File: src/rtl/twp_pkg.sv
package twp_pkg;
    localparam int ADDR_W     = 7;
    localparam int DATA_W     = 8;
    localparam int DEPTH      = 1 << ADDR_W;
    localparam int HDR_BITS   = 1 + ADDR_W;
    localparam int FRAME_BITS = HDR_BITS + DATA_W;
    localparam int CNT_W      = $clog2(FRAME_BITS + 1);
    localparam int SH_W       = (HDR_BITS > DATA_W) ? HDR_BITS : DATA_W;

    localparam logic [DATA_W-1:0] RST_MASK = 8'h5A;

    typedef logic [CNT_W-1:0] cnt_t;

    typedef struct packed {
        logic              rd;
        logic [ADDR_W-1:0] addr;
    } hdr_t;

    typedef struct packed {
        logic              en;
        logic [ADDR_W-1:0] addr;
        logic [DATA_W-1:0] data;
    } wr_req_t;

    function automatic logic [DATA_W-1:0] reset_value(input logic [ADDR_W-1:0] a);
        logic [DATA_W-1:0] w;
        w = '0;
        w[ADDR_W-1:0] = a;
        return w ^ RST_MASK;
    endfunction
endpackage

File: src/rtl/twp_sync.sv
module twp_sync #(
    parameter int             N       = 3,
    parameter int             STAGES  = 2,
    parameter logic [N-1:0]   RST_VAL = '0
) (
    input  logic         clk,
    input  logic         rst,
    input  logic [N-1:0] din,
    output logic [N-1:0] dsync,
    output logic [N-1:0] drise,
    output logic [N-1:0] dfall
);
    for (genvar g = 0; g < N; g++) begin : g_line
        logic [STAGES:0] chain;
        always_ff @(posedge clk) begin
            if (rst) chain <= {(STAGES+1){RST_VAL[g]}};
            else     chain <= {chain[STAGES-1:0], din[g]};
        end
        assign dsync[g] = chain[STAGES-1];
        assign drise[g] = chain[STAGES-1] & ~chain[STAGES];
        assign dfall[g] = ~chain[STAGES-1] & chain[STAGES];
    end
endmodule

File: src/rtl/twp_frame.sv
module twp_frame
    import twp_pkg::*;
(
    input  logic              clk,
    input  logic              rst,
    input  logic              idle,
    input  logic              rise,
    input  logic              fall,
    input  logic              sdi,
    input  logic [DATA_W-1:0] rdata,
    output logic [ADDR_W-1:0] rd_addr,
    output wr_req_t           wr,
    output logic              sdo,
    output logic              oe,
    output cnt_t              bit_cnt,
    output logic              hdr_rd
);
    logic [SH_W-2:0]   sh;
    hdr_t              hdr;
    logic [DATA_W-1:0] dout;

    always_ff @(posedge clk) begin
        if (rst) begin
            bit_cnt <= '0;
            sh      <= '0;
            hdr     <= '0;
            dout    <= '0;
            oe      <= 1'b0;
        end else if (idle) begin
            bit_cnt <= '0;
            oe      <= 1'b0;
        end else begin
            if (rise && bit_cnt != cnt_t'(FRAME_BITS)) begin
                sh      <= {sh[SH_W-3:0], sdi};
                bit_cnt <= bit_cnt + 1'b1;
                if (bit_cnt == cnt_t'(HDR_BITS - 1))
                    hdr <= hdr_t'({sh[HDR_BITS-2:0], sdi});
            end
            if (fall && hdr.rd) begin
                if (bit_cnt == cnt_t'(HDR_BITS)) begin
                    dout <= rdata;
                    oe   <= 1'b1;
                end else if (oe && bit_cnt < cnt_t'(FRAME_BITS)) begin
                    dout <= dout << 1;
                end
            end
        end
    end

    assign rd_addr = hdr.addr;
    assign hdr_rd  = hdr.rd;
    assign sdo     = oe & dout[DATA_W-1];

    always_comb begin
        wr.en   = ~idle & rise & ~hdr.rd & (bit_cnt == cnt_t'(FRAME_BITS - 1));
        wr.addr = hdr.addr;
        wr.data = {sh[DATA_W-2:0], sdi};
    end
endmodule

File: src/rtl/twp_regfile.sv
module twp_regfile
    import twp_pkg::*;
(
    input  logic              clk,
    input  logic              rst,
    input  wr_req_t           wr,
    input  logic [ADDR_W-1:0] rd_addr,
    output logic [DATA_W-1:0] rdata
);
    logic [DATA_W-1:0] mem [DEPTH];

    always_ff @(posedge clk) begin
        if (rst) begin
            for (int i = 0; i < DEPTH; i++)
                mem[i] <= reset_value(ADDR_W'(i));
        end else if (wr.en) begin
            mem[wr.addr] <= wr.data;
        end
    end

    assign rdata = mem[rd_addr];
endmodule

File: src/rtl/tw_reg_port.sv
module tw_reg_port
    import twp_pkg::*;
#(
    parameter int SYNC_STAGES = 2
) (
    input  logic clk,
    input  logic rst,
    input  logic sen_n,
    input  logic sclk,
    input  logic sdio_in,
    output logic sdio_out,
    output logic sdio_oe
);
    localparam int L_SCLK = 0;
    localparam int L_SDI  = 1;
    localparam int L_SEN  = 2;
    localparam int NLINES = 3;

    logic [NLINES-1:0] raw, syn, rs, fl;
    logic [ADDR_W-1:0] rd_addr;
    logic [DATA_W-1:0] rdata;
    wr_req_t           wr_req;
    cnt_t              bit_cnt;
    logic              hdr_rd, sen_sync, sclk_rise, sclk_fall, wr_en;

    assign raw = {sen_n, sdio_in, sclk};

    twp_sync #(
        .N      (NLINES),
        .STAGES (SYNC_STAGES),
        .RST_VAL(3'b100)
    ) u_sync (
        .clk  (clk),
        .rst  (rst),
        .din  (raw),
        .dsync(syn),
        .drise(rs),
        .dfall(fl)
    );

    assign sen_sync  = syn[L_SEN];
    assign sclk_rise = rs[L_SCLK];
    assign sclk_fall = fl[L_SCLK];

    twp_frame u_frame (
        .clk    (clk),
        .rst    (rst),
        .idle   (sen_sync),
        .rise   (sclk_rise),
        .fall   (sclk_fall),
        .sdi    (syn[L_SDI]),
        .rdata  (rdata),
        .rd_addr(rd_addr),
        .wr     (wr_req),
        .sdo    (sdio_out),
        .oe     (sdio_oe),
        .bit_cnt(bit_cnt),
        .hdr_rd (hdr_rd)
    );

    assign wr_en = wr_req.en;

    twp_regfile u_regs (
        .clk    (clk),
        .rst    (rst),
        .wr     (wr_req),
        .rd_addr(rd_addr),
        .rdata  (rdata)
    );

    logic unused_edges;
    assign unused_edges = ^{rs[L_SEN], fl[L_SEN], rs[L_SDI], fl[L_SDI]};
endmodule

File: config.mk
export PLATFORM = sky130hd
export DESIGN_NAME = tw_reg_port
export DESIGN_NICKNAME = d
export VERILOG_FILES = /design/src/rtl/twp_pkg.sv /design/src/rtl/twp_sync.sv /design/src/rtl/twp_frame.sv /design/src/rtl/twp_regfile.sv /design/src/rtl/tw_reg_port.sv
export SDC_FILE = /design/constraint.sdc
export NUM_CORES = 2
export LEC_CHECK = 0
export CAP_MARGIN = 20
export CELL_PAD_IN_SITES_DETAIL_PLACEMENT = 1
export CELL_PAD_IN_SITES_GLOBAL_PLACEMENT = 1
export CORE_ASPECT_RATIO = 1.4
export CORE_UTILIZATION = 45
export DETAILED_ROUTE_END_ITERATION = 8
export PLACE_DENSITY = 0.75
export SYNTH_ARGS = -nofsm -noshare
export SYNTH_HDL_FRONTEND = slang
export SYNTH_SLANG_ARGS = --single-unit
File: constraint.sdc
create_clock -name clk -period 2.7 [get_ports clk]
set_input_delay 0.405 -clock clk [delete_from_list [all_inputs] [get_ports clk]]
set_output_delay 0.405 -clock clk [all_outputs]
set_load 0.05 [all_outputs]
==> run_results.csv <==
group,metric,value,unit
synth,async_reset_ff_share,0,%
detailed_routing,num_vias,31657,
synth,synth_top_area_cell,"edfxtp_1",
power_and_ir_drop,power_density,595,nW/um2
timing,setup_viol,2,
synth,synth_fp_nets,3532,
critical_path,rrSetupSlack,-0.07,ns
timing,post-route-period-util,103,%
floorplanning,die_w,283,um
critical_path,r2r-end,"u_frame.dout[0]",
synth,synth_area,49900,um2
detailed_routing,post_drt_wl_per_cell,30.1,um
critical_path,criticalPathCategory,"reg -> reg",
critical_path,cp-endpoint,"u_frame.dout[0]",
layout,stdcell_area,56800,um2
cts,clockBufferDepth,3,
synth,yosys_warnings,0,
timing,slew_headroom,22.6,%
critical_path,crit_path_end_kind,"register",
synth,ys_top_cells_by_area,"edfxtp_1, mux4_2, and2_1",
floorplanning,coreArea,110000,um2
placed_design,place_area,53300,um2
detailed_routing,drcViolationCount,0,
timing,period_needed,2.77,ns
critical_path,worst_ep_arrival_time,3.42,ns
synth,avgSynthCellArea,14.2,um2
detailed_routing,viasPerCell,6.14,
cts,cts_buffers,99,
critical_path,worst_setup_path_start_kind,"register",
layout,antenna_cells,0,
floorplanning,initial_utilization,45.4,%
placed_design,hpwlAfterDp,103000,um
power_and_ir_drop,ir_drop,0.441,mV
floorplanning,rows,144,
critical_path,required,3.35,ns
detailed_routing,drt_iter0_drc,3139,
timing,setup-tns-final,-0.104,ns
critical_path,rr_worst_depth,8,
detailed_routing,final_antenna_net_count,0,
synth,seq_area_frac_synth,63.4,%
timing,setup_slack,-0.0733,ns
layout,final_cell_mix,"edfxtp_1, and2_1, or3_1",
synth,synth_ff_type,"edfxtp_1",
cts,tritoncts,"yes",
placed_design,gp_congestion,0.914,
critical_path,crit_fanout,24,
synth,synth_cell_types,74,
global_routing,grt_pass1_vias,33589,
placed_design,io_buffers,6,
layout,fillCellCount,10600,
global_routing,grt_pass1_wl,228000,um
detailed_routing,totalWireLength,155000,um
global_routing,globalRouteOverflowTotal,0,
layout,drive_above_1_share,22.8,%
floorplanning,num_io_pins,7,
synth,synth_edf_count,1024,
layout,multi_input_area,16700,um2
synth,ys_ff_latch,1067,
timing,rsz0062_at_grt,"yes",
timing,clock_skew,0.0265,ns
status,status,"complete, but fails checks",
global_routing,antenna_found_initial,5,
layout,area.sequential,31700,um2
cts,cts-root-buf,"clkbuf_16",
timing,hold_viol,0,
hold_path,hold_class,"in -> reg",
job,maxCapViolations,0,
timing,maxClockFrequency,361,MHz
floorplanning,die-area,112000,um2
cts,cts_sinks,1067,
power_and_ir_drop,power.total,33.8,mW
global_routing,gr-usage-all-layers,27.7,%
synth,yosys.area.top_type_share,61.6,%
floorplanning,die_y,396,um
cts,cts.htree.levels,3,
timing,holdWs,0.174,ns
global_routing,grt_max_degree,159,
power_and_ir_drop,leakage,17.5,nW
cts,clk_latency,0.71,ns
cts,postCtsHoldBufs,0,
detailed_routing,firstDrtPassIters,6,
layout,nets,3626,
layout,syn2layout_area_growth,13.8,%
cts,path_clk_slew,0.07,ns
status,violations,"setup timing",
timing,tightest_slew,1.16,ns
timing,maxSlewViolCount,0,
layout,mostFrequentLayoutCell,"edfxtp_1",
synth,synthCells,3524,
## synthesized netlist by cell type (all sizes together) (3+ instances only)
cell type,instances
edfxtp,1024
and2,586
or3,432
clkbuf,275
mux4,198
nor2,176
mux2i,134
or2,133
nand2,83
buf,73
dfxtp,43
nor3,38
o22ai,34
o221ai,27
a22oi,25
a21oi,24
nand2b,23
o21ai,19
and3,16
nand3,16
a211oi,14
a2111oi,13
o32ai,13
nor2b,12
nor4,11
a31oi,8
nand3b,8
nand4,8
inv,6
nor3b,5
a32oi,4
o211ai,4
or3b,4
ha,3
or4,3
## cells by family (layout without fill, tap and decap cells)
group                    Yosys count  after routing  share of synthesized area (%)
AO/OA/AOI/OAI                    199            199                           2.89
flip-flops                      1067           1067                           63.4
XOR/XNOR                           3              3                         0.0527
multiplexers                     334            334                           11.8
buffers and inverters            354            530                           3.46
AND/OR/NAND/NOR                 1564           1564                           18.4
adder cells (fa/ha/maj)            3              3                         0.0752
## cell type report
type	count	area share, %
clock inverter	62	1.09
inverter	6	0.0397
tap	1460	3.22
multi-input combinational	2103	29.5
sequential	1067	55.8
timing repair buffer	341	5.70
clock buffer	121	4.71
## routing by layer
| metal | up-vias | share of wire, % | GRT usage, % |
|---|---|---|---|
| met5 | - | 0.0084 | 0 |
| met2 | 1334 | 52 | 49.3 |
| met4 | 2 | 5.7 | 14.8 |
| met1 | 16581 | 36 | 32.2 |
| li1 | 13375 | - | - |
| met3 | 365 | 6.2 | 4.05 |
## worst max-delay path: stages, from the launching register on
cell and delay [ns]:
dfxtp_4 0.40, buf_12 0.25, or3b_1 0.50, buf_4 0.23, o22ai_1 0.39, a2111oi_1 0.14, buf_4 0.21, a211oi_4 0.37
a31o_1 0.21
## power by group
part	switching, mW	internal (mW)	total (mW)
clock	6.37	8.18	14.6
sequential	0.133	18.4	18.5
combinational	0.496	0.205	0.701
total	7.00	26.8	33.8
## timing repair
item | 4_1_cts | 5_1_grt
endpoints found under the setup margin | 718 | 479
gates resized for setup | 13 | 28
buffers inserted | 2 | 0
pin swaps | 1 | 2
## stage by stage
step | setup slack [ns] | util (%) | instances
floorplan | 0.288 | - | 3524
global placement | -0.199 | 48.5 | 4975
detailed placement | -0.279 | 48.5 | 4975
CTS | 0.0142 | 51.6 | 5160
global route | -0.0315 | 51.6 | 5160
finish | -0.0733 | 51.6 | 5160
## flip-flops by register name, summed over array words and instances, names as in the netlist, named ones only
name	cells
u_regs.mem	1024
u_frame.dout	8
u_frame.rd_addr	7
u_frame.sh	7
u_sync.g_line.chain	7
u_frame.bit_cnt	5
u_frame.hdr_rd	1
u_frame.oe	1
## how the worst min path moves through the flow
stage	startpoint	endpoint	slack, ns	cells after the start
CTS	rst	u_frame.bit_cnt[4]	0.14	5
global route	rst	u_frame.bit_cnt[4]	0.19	5
detailed placement	u_sync.g_line[2].chain[0]	u_sync.g_line[2].chain[1]	0.41	1
floorplan	u_sync.g_line[2].chain[0]	u_sync.g_line[2].chain[1]	0.39	1
finish	rst	u_frame.bit_cnt[4]	0.17	5
global placement	u_sync.g_line[2].chain[0]	u_sync.g_line[2].chain[1]	0.40	1
Note: power is estimated with default switching activity, not from simulation.
